[config.mk]
export PLATFORM = sky130hd
export DESIGN_NAME = geo_dreg
export DESIGN_NICKNAME = d
export VERILOG_FILES = /design/src/rtl/geo_dreg_pkg.sv /design/src/rtl/geo_dreg_lzc.sv /design/src/rtl/geo_dreg_rdfmt.sv /design/src/rtl/geo_dreg.sv
export SDC_FILE = /design/constraint.sdc
export NUM_CORES = 2
export LEC_CHECK = 0
export ABC_AREA = 1
export BUFFER_PORTS_ARGS = -buffer_cell sky130_fd_sc_hd__buf_2
export CAP_MARGIN = 20
export CORE_ASPECT_RATIO = 0.6
export CORE_MARGIN = 4
export CORE_UTILIZATION = 35
export DETAILED_ROUTE_END_ITERATION = 12
export GPL_TIMING_DRIVEN = 0
export PLACE_DENSITY_LB_ADDON = 0.08
export SLEW_MARGIN = 20
export SYNTH_ARGS = -nofsm -noshare
export SYNTH_HDL_FRONTEND = slang
export SYNTH_HIERARCHICAL = 1
export SYNTH_SLANG_ARGS = --single-unit
[constraint.sdc]
create_clock -name clk -period 3.25 [get_ports clk]
set_input_delay 0.65 -clock clk [delete_from_list [all_inputs] [get_ports clk]]
set_output_delay 0.65 -clock clk [all_outputs]
set_load 0.02 [all_outputs]
[src/rtl/geo_dreg_pkg.sv]
package geo_dreg_pkg;
    localparam int REG_AW = 5;
    typedef logic [REG_AW-1:0] ridx_t;

    localparam ridx_t IDX_Q0     = 5'd12;
    localparam ridx_t IDX_Q1     = 5'd13;
    localparam ridx_t IDX_Q2     = 5'd14;
    localparam ridx_t IDX_PUSH   = 5'd15;
    localparam ridx_t IDX_COL_R  = 5'd9;
    localparam ridx_t IDX_PACK_A = 5'd28;
    localparam ridx_t IDX_PACK_B = 5'd29;
    localparam ridx_t IDX_LZ_SRC = 5'd30;
    localparam ridx_t IDX_LZ_CNT = 5'd31;

    typedef enum logic [2:0] {RK_RAW, RK_SEXT, RK_ZEXT, RK_QTOP, RK_PACK} rd_kind_e;
    typedef enum logic [2:0] {WK_PLAIN, WK_PUSH, WK_UNPACK, WK_LZ, WK_DROP} wr_kind_e;

    function automatic rd_kind_e rd_kind(ridx_t idx);
        case (idx)
            5'd1, 5'd3, 5'd5, 5'd8, 5'd9, 5'd10, 5'd11: return RK_SEXT;
            5'd7, 5'd16, 5'd17, 5'd18, 5'd19:           return RK_ZEXT;
            IDX_PUSH:                                   return RK_QTOP;
            IDX_PACK_A, IDX_PACK_B:                     return RK_PACK;
            default:                                    return RK_RAW;
        endcase
    endfunction

    function automatic wr_kind_e wr_kind(ridx_t idx);
        case (idx)
            IDX_PUSH:   return WK_PUSH;
            IDX_PACK_A: return WK_UNPACK;
            IDX_LZ_SRC: return WK_LZ;
            IDX_LZ_CNT: return WK_DROP;
            default:    return WK_PLAIN;
        endcase
    endfunction
endpackage

[src/rtl/geo_dreg_lzc.sv]
module geo_dreg_lzc #(
    parameter int W  = 32,
    parameter int CW = $clog2(W) + 1
) (
    input  logic [W-1:0]  val,
    output logic [CW-1:0] cnt
);
    logic [W-1:0] flip;

    always_comb begin
        // Leading sign bits become leading zeros after xor with the sign.
        flip = val ^ {W{val[W-1]}};
        cnt  = CW'(W);
        for (int i = 0; i < W; i++) begin
            if (flip[i]) cnt = CW'(W - 1 - i);
        end
    end
endmodule

[src/rtl/geo_dreg_rdfmt.sv]
module geo_dreg_rdfmt
    import geo_dreg_pkg::*;
#(
    parameter int DW      = 32,
    parameter int AW      = REG_AW,
    parameter int COL_W   = 5,
    parameter int COL_LSB = 7,
    localparam int NREG   = 2 ** AW,
    localparam int HW     = DW / 2,
    localparam int NCOL   = 3
) (
    input  logic [AW-1:0]           idx,
    input  logic [NREG-1:0][DW-1:0] rf,
    output logic [DW-1:0]           data
);
    logic [NCOL-1:0][COL_W-1:0] fld;

    // One saturating field extractor per colour component.
    for (genvar c = 0; c < NCOL; c++) begin : g_sat
        logic signed [HW-1:0] half;
        logic signed [HW-1:0] shr;
        assign half = rf[int'(IDX_COL_R) + c][HW-1:0];
        assign shr  = half >>> COL_LSB;
        always_comb begin
            if (shr[HW-1])                  fld[c] = '0;
            else if (|shr[HW-1:COL_W])      fld[c] = '1;
            else                            fld[c] = shr[COL_W-1:0];
        end
    end

    logic [DW-1:0] word;
    assign word = rf[idx];

    always_comb begin
        case (rd_kind(idx))
            RK_SEXT: data = {{(DW-HW){word[HW-1]}}, word[HW-1:0]};
            RK_ZEXT: data = {{(DW-HW){1'b0}}, word[HW-1:0]};
            RK_QTOP: data = rf[IDX_Q2];
            RK_PACK: data = {{(DW-NCOL*COL_W){1'b0}}, fld};
            default: data = word;
        endcase
    end
endmodule

[src/rtl/geo_dreg.sv]
module geo_dreg
    import geo_dreg_pkg::*;
#(
    parameter int DW      = 32,
    parameter int AW      = REG_AW,
    parameter int COL_W   = 5,
    parameter int COL_LSB = 7,
    localparam int NREG   = 2 ** AW,
    localparam int CW     = $clog2(DW) + 1,
    localparam int NCOL   = 3
) (
    input  logic          clk,
    input  logic          rst,
    input  logic [AW-1:0] rd_idx,
    output logic [DW-1:0] rd_data,
    input  logic          wr_en,
    input  logic [AW-1:0] wr_idx,
    input  logic [DW-1:0] wr_data
);
    typedef struct packed {
        logic [NREG-1:0][DW-1:0] rf;
    } state_t;

    state_t st_d, st_q;
    logic [CW-1:0] lz_cnt;

    geo_dreg_lzc #(.W(DW), .CW(CW)) u_lzc (
        .val (wr_data),
        .cnt (lz_cnt)
    );

    geo_dreg_rdfmt #(.DW(DW), .AW(AW), .COL_W(COL_W), .COL_LSB(COL_LSB)) u_rdfmt (
        .idx  (rd_idx),
        .rf   (st_q.rf),
        .data (rd_data)
    );

    always_comb begin
        st_d = st_q;
        if (wr_en) begin
            case (wr_kind(wr_idx))
                WK_PUSH: begin
                    st_d.rf[IDX_Q0]   = st_q.rf[IDX_Q1];
                    st_d.rf[IDX_Q1]   = st_q.rf[IDX_Q2];
                    st_d.rf[IDX_Q2]   = wr_data;
                    st_d.rf[IDX_PUSH] = wr_data;
                end
                WK_UNPACK: begin
                    st_d.rf[IDX_PACK_A] = wr_data;
                    for (int c = 0; c < NCOL; c++) begin
                        st_d.rf[int'(IDX_COL_R) + c] =
                            DW'(wr_data[c*COL_W +: COL_W]) << COL_LSB;
                    end
                end
                WK_LZ: begin
                    st_d.rf[IDX_LZ_SRC] = wr_data;
                    st_d.rf[IDX_LZ_CNT] = DW'(lz_cnt);
                end
                WK_DROP: ;
                default: st_d.rf[wr_idx] = wr_data;
            endcase
        end
        if (rst) st_d = '0;
    end

    always_ff @(posedge clk) begin
        st_q <= st_d;
    end

    AST_RST_CLEAR: assert property (@(posedge clk) rst |=> st_q.rf == '0) else $error("reset");
    AST_SEXT_READ: assert property (@(posedge clk) disable iff (rst)
        rd_idx == 5'd3 |-> rd_data[DW-1:DW/2] == {(DW/2){rd_data[DW/2-1]}}) else $error("sext");
    AST_QTOP_READ: assert property (@(posedge clk) disable iff (rst)
        rd_idx == IDX_PUSH |-> rd_data == st_q.rf[IDX_Q2]) else $error("qtop");
    AST_QUEUE_SHIFT: assert property (@(posedge clk) disable iff (rst)
        (wr_en && wr_idx == IDX_PUSH) |=>
            (st_q.rf[IDX_Q0] == $past(st_q.rf[IDX_Q1]) &&
             st_q.rf[IDX_Q1] == $past(st_q.rf[IDX_Q2]) &&
             st_q.rf[IDX_Q2] == $past(wr_data))) else $error("shift");
    AST_LZ_RANGE: assert property (@(posedge clk) disable iff (rst)
        (wr_en && wr_idx == IDX_LZ_SRC) |=>
            (st_q.rf[IDX_LZ_CNT] <= DW && st_q.rf[IDX_LZ_CNT] >= 1)) else $error("lz");
    AST_CNT_LOCKED: assert property (@(posedge clk) disable iff (rst)
        (wr_en && wr_idx == IDX_LZ_CNT) |=> $stable(st_q.rf[IDX_LZ_CNT])) else $error("ro");
    AST_PACK_HIGH: assert property (@(posedge clk) disable iff (rst)
        (rd_idx == IDX_PACK_A || rd_idx == IDX_PACK_B) |-> rd_data[DW-1:NCOL*COL_W] == '0) else $error("pack");
endmodule

Word-level counts from Yosys, hierarchy flattened
Memories as Yosys holds them, arrays and structs flattened.
Index checks and enable logic that the tools add are counted.
{ "word_totals": {"rom_bits": 96, "latch_bits": 0, "mem_count": 1, "ram_bits": 0, "out_inout_bits": 32, "wordCells": 115, "in_bits": 45, "register_bits": 1024} }
{ "mem_list": {"columns": ["name", "depth", "word_bits", "rd", "rd_ports_with_merged_regs", "wr", "line_no", "rtl"], "rows": [
  ["(name not given)", 32, 3, 1, 0, 0, "geo_dreg_pkg.sv:19", "case (idx)"]
]} }
{ "op_classes": {"n_eq_ne": 12, "bitwise": 5, "mul": 0, "div": 0, "reduce_logical": 12, "mux": 50, "add_sub_neg": 0, "magnitude_cmp": 3, "n_shift": 0} }
{ "ops": {"columns": ["op", "count"], "rows": [
  ["bitwise mux 1024 bit", 1],
  ["case mux 128 bit (2 select lines)", 1],
  ["2-to-1 mux 6 bit", 32],
  ["case mux 96 bit (2 select lines)", 1],
  ["binary-select mux 32 bit (select 5 bit)", 1],
  ["demux 32 bit (select 5 bit)", 1],
  ["case mux 32 bit (4 select lines)", 1],
  ["case mux 64 bit (2 select lines)", 1],
  ["2-to-1 mux 32 bit", 2],
  ["case mux 32 bit (2 select lines)", 1],
  ["XOR 32 bit", 1],
  ["2-to-1 mux 5 bit", 6],
  ["OR reduction 4 bit", 4],
  ["equality test 5 bit (second input constant)", 3],
  ["equality test 3 x 2 -> 1 bit (second input constant)", 4],
  ["< comparator 5 x 6 -> 1 bit (second input constant)", 2],
  ["case mux 3 bit (4 select lines)", 1],
  ["OR reduction 3 bit", 3],
  ["AND reduction 2 bit", 4],
  ["equality test 3 x 1 -> 1 bit (second input constant)", 2],
  ["equality test 3 bit (second input constant)", 2],
  ["equality test 5 x 4 -> 1 bit (second input constant)", 1],
  [">= comparator 5 x 1 -> 1 bit (second input constant)", 1],
  ["NOT 1 bit", 4],
  ["2 further kinds", 2]
]} }

Longest topological paths before layout
{ "logic_depth": {"word_depth": 34, "ltp_mapped": 34, "depth_no_buf": 33} }

Modules after synthesis
The synthesis kept the hierarchy.
{ "by_module_without_submodules": {"columns": ["module", "seq_area_each_um2", "cells_per_inst", "area_per_inst_um2", "n_inst"], "rows": [
  ["geo_dreg", 20499.7, 4984, 38044.0, 1],
  ["geo_dreg_rdfmt", 0.0, 3093, 12858.6, 1],
  ["geo_dreg_lzc", 0.0, 124, 778.2, 1]
]} }

Worst setup path after synthesis
OpenSTA, ideal clock, no wires.
{ "synth_timing": {"kind": "input -> output", "startpoint": "input port rd_idx[0]", "endpoint": "output port rd_data[16]", "t_required_ps": 2600, "arrival_ps": 1937, "cell_stages": 15, "slack_ps": 663, "n_path_buf": 4, "cell_sequence": "buf_4 inv_4 buf_8 buf_8 nand2_1 nand2_1 nand2_1 o21ai_1 nand2_1 nand2_1 nand3_1 nand2_2 nand2_4 buf_6 nand3_1"} }
{ "synth_via": {"elab_chain_cells": 3, "elab_cells_between_ends": 8, "cone_classes": "eq/ne (4); mux (3); memory (1)"} }
{ "synth_rtl": {"columns": ["item", "line_no", "rtl"], "rows": [
  ["start: declaration", "geo_dreg.sv:14", "input logic [AW-1:0] rd_idx,"],
  ["memory (32 x 3 bit) or binary-select mux 32 bit (select 5 bit) (tied branches)", null, null],
  ["equality test 3 bit (tied with other cells)", "geo_dreg_rdfmt.sv:35", "case (rd_kind(idx))"],
  ["case mux 32 bit (4 select lines) (*)", "geo_dreg_rdfmt.sv:35", null],
  ["end: declaration", "geo_dreg.sv:15", "output logic [DW-1:0] rd_data,"]
]} }
Mark *: on every way between the ends. The rest lies on a longest branch, timed or not. The select of a mux whose other input is x is not followed.

Worst setup path in the final report
{ "layout_timing": {"startpoint": "input port rd_idx[0]", "endpoint": "output port rd_data[1]"} }
Same word-level chain as after synthesis.

==> run_results.csv <==
group,metric,value,unit
status,outcome,"complete, but fails checks",
status,violations,"negative setup slack",
setup_path,crit_fanout,10,
global_route,overflow,0,
power_and_ir_drop,powerDensity,506.3,mW/mm²
power_and_ir_drop,power_leakage,26.19,nW
power_and_ir_drop,pwr-share-comb,15.1,%
global_route,grt_pass1_vias,50980,
setup_path,r2r_slack,2.18,ns
timing,setup_ws,-0.1259,ns
cts,ctsLongestPathBuffers,3,
routing,dr.pass1.iters,6,
cts,cts_hold_buf,0,
synthesis,synth_ff_type,"dfxtp_1",
global_route,grt_pass1_wl,408.0,mm
layout,area_growth,18.51,%
routing,num_vias,59900,
timing,fin_tns_setup,-0.4895,ns
routing,drc,0,
flow_run,cap_violations,0,
die,core,0.1457,mm²
setup_path,startpoint_type,"input pin",
cts,cts_tree,"yes",
die,die_area,0.1541,mm²
routing,vias_per_cell,5.716,
synthesis,synthTopCellsByArea,"dfxtp_1 (40%), nand2_1 (14%), nor2_1 (12%)",
cts,clk_latency,0.77,ns
global_route,grt_max_degree,15,
cts,clk_pin_slew,0.06,ns
layout,nFillCells,15770,
hold_path,hold_path.class,"register to register",
layout,largest_reg_flops,1024,
layout,drive_gt1_share,10.42,%
synthesis,synth_seq_area_share,39.67,%
timing,hold_viol_final,0,
hold_path,hold_depth,2,
cts,htree_levels,3,
timing,worst_pin_slew,1.291,ns
setup_path,crit_type,"input pin to primary output",
routing,routed_wl,305.3,mm
synthesis,synth_fp_nets,8246,
timing,setup_viol,16,
cts,clock_sinks,1024,
power_and_ir_drop,sw_frac_of_total,30.57,%
routing,drtIter0Drc,10190,
synthesis,synth_commonest_cells,"nand2_1 (1951), nor2_1 (1690), dfxtp_1 (1024), o21ai_0 (860), inv_1 (663)",
timing,clock_skew,0.01753,ns
synthesis,synth_most_common_cell,"nand2_1",
synthesis,yosysWarnings,6,
hold_path,hold_end,"st_q[998]",
setup_path,worstPathArrival,2.73,ns
place,io_buffers,68,
setup_path,crit_path_end_kind,"primary output",
die,chipHeight,305.7,µm
power_and_ir_drop,seq_power_share,41.3,%
place,dp_hpwl,235.8,mm
global_route,grt.total_usage,37.45,%
synthesis,synth_cell_types,44,
die,io_pins,77,
power_and_ir_drop,clockPowerShare,43.7,%
routing,routedWlPerCell,29.13,µm
power_and_ir_drop,p_switching,0.009479,W
synthesis,syn_area,0.05168,mm²
layout,fin_util,42.04,%
synthesis,synth_top_cell_area_share,39.67,%
timing,slew_viol_final,0,
timing,fin_crit,3.376,ns
layout,regMostFlops,"st_q",
timing,finalCritPeriodShare,103.9,%
synthesis,synth-async-reset-ratio,0,%
hold_path,min_from,"st_q[998]",
timing,timing.slew.headroom,13.96,%
place,place_congestion,1.023,
power_and_ir_drop,ir_drop,478.1,µV
setup_path,r2r-end,"st_q[420]",
layout,layout.nets,8487,
synthesis,syn_inst,8201,
synthesis,ys_seq_elements,1024,
synthesis,post-synth-top-area-cell,"dfxtp_1",
timing,rsz0062_at_grt,"yes",
timing,fmax,296.2,MHz
power_and_ir_drop,p_int,0.02153,W
setup_path,reg2reg_depth,4,
setup_path,r2r-start,"st_q[452]",
global_route,antenna_found_initial,21,
cts,cts_made_buffers,107,
die,initial_core_util,35.48,%
synthesis,synth-edff-count,0,
layout,reg_top3,"st_q (1024)",
cts,clock-root-buffer,"clkbuf_16",
routing,ant_nets,0,
setup_path,cp.required,2.60,ns
die,die_x,504.1,µm
die,rows,108,
synthesis,syn_area_per_cell,6.302,µm²
-- layout by cell type (no fill, tap or decap), types with 24 or more instances in the layout --
cell type,instances
nand2_1,1905
nor2_1,1672
dfxtp_1,1024
o21ai_0,827
inv_1,629
a21oi_1,350
clkbuf_1,331
nand3_1,290
nand4_1,195
nor3_1,194
clkbuf_16,121
buf_4,115
buf_2,107
o21ai_1,90
buf_6,69
clkbuf_2,55
inv_2,53
buf_12,52
nand2_2,45
o22ai_1,32
clkbuf_8,31
buf_1,27
clkinv_2,27
nor2_2,25
diode_2,24
o211ai_1,24
-- worst max path at each step --
stage,startpoint,end,slack (ns)
after floorplan,rd_idx[0],rd_data[16],0.66
after global placement,rd_idx[2],rd_data[4],-1.36
after detailed placement,rd_idx[2],rd_data[4],-1.10
after CTS,rd_idx[0],rd_data[4],-0.08
after global routing,rd_idx[1],rd_data[29],-0.08
final,rd_idx[0],rd_data[1],-0.13
-- layout make-up --
type                    count  area (µm²)  share of cell area [%]
flip-flops and latches   1024       20500                   33.47
repair buffers            136        1439                   2.349
multi-input cells        5792       25760                   42.06
diodes                     24       60.06                 0.09806
plain buffers             690        4755                   7.763
well taps                1925        2409                   3.933
clock inverters            48       545.5                  0.8907
inverters                 691        2626                   4.288
clock buffers             150        3152                   5.146
-- layer usage --
metal  share of wire [%]  global-route usage (%)  vias up  wire (µm)
li1                    -                       -    26430          -
met1                  46                   59.66    28990     141100
met2                  35                   45.43     4003     105800
met3                  16                   13.12      455      48000
met4                 3.3                   9.978       19      10050
met5                0.10                       0        -        310
-- per-stage QoR --
stage	total power (W)	hold WS, ns	setup slack (ns)	std cells	instance area (µm²)
3_5_place_dp	0.01700	0.4251	-1.102	10200	54560
6_report	0.03101	0.4361	-0.1259	10480	61250
2_1_floorplan	0.01509	0.4155	0.6626	8201	51680
3_3_place_gp	0.01698	0.4232	-1.357	10190	54430
5_1_grt	0.03165	0.4510	-0.08023	10460	61190
4_1_cts	0.03054	0.4360	-0.08250	10410	59710
-- worst max-delay path, stage by stage --
cell	delay, ns
buf_16	0.15
clkinv_8	0.06
buf_4	0.16
clkbuf_2	0.23
o21ai_0	0.41
nand2_1	0.20
inv_1	0.09
nand2_1	0.06
nand2_1	0.07
nand2_1	0.07
inv_2	0.12
nand2_1	0.10
nand2_1	0.09
nand2_2	0.08
buf_4	0.17
-- what timing repair did --
action                                  CTS  global route
endpoints found under the setup margin   52           142
pin swaps                                 6            38
setup buffers                            16            34
gates resized for setup                 422           279
gates cloned                              1            12
-- power groups by stage --
stage          clock network, W  registers (W)  logic [W]
2_1_floorplan                 0         0.0130    0.00205
3_3_place_gp                  0         0.0131    0.00391
3_5_place_dp                  0         0.0131    0.00393
4_1_cts                  0.0136         0.0128    0.00416
5_1_grt                  0.0141         0.0128    0.00476
6_report                 0.0135         0.0128    0.00468
-- cell families (layout without fill, tap and decap cells) --
logic type	count (synthesis)	after routing	synth area share [%]
AND/OR/NAND/NOR	4405	4405	34.80
buffers and inverters	1385	1715	11.43
AO/OA/AOI/OAI	1358	1358	13.45
flip-flops	1024	1024	39.67
XOR/XNOR	29	29	0.6440
other	0	24	0
No activity file was read; power rests on OpenSTA's default activity.
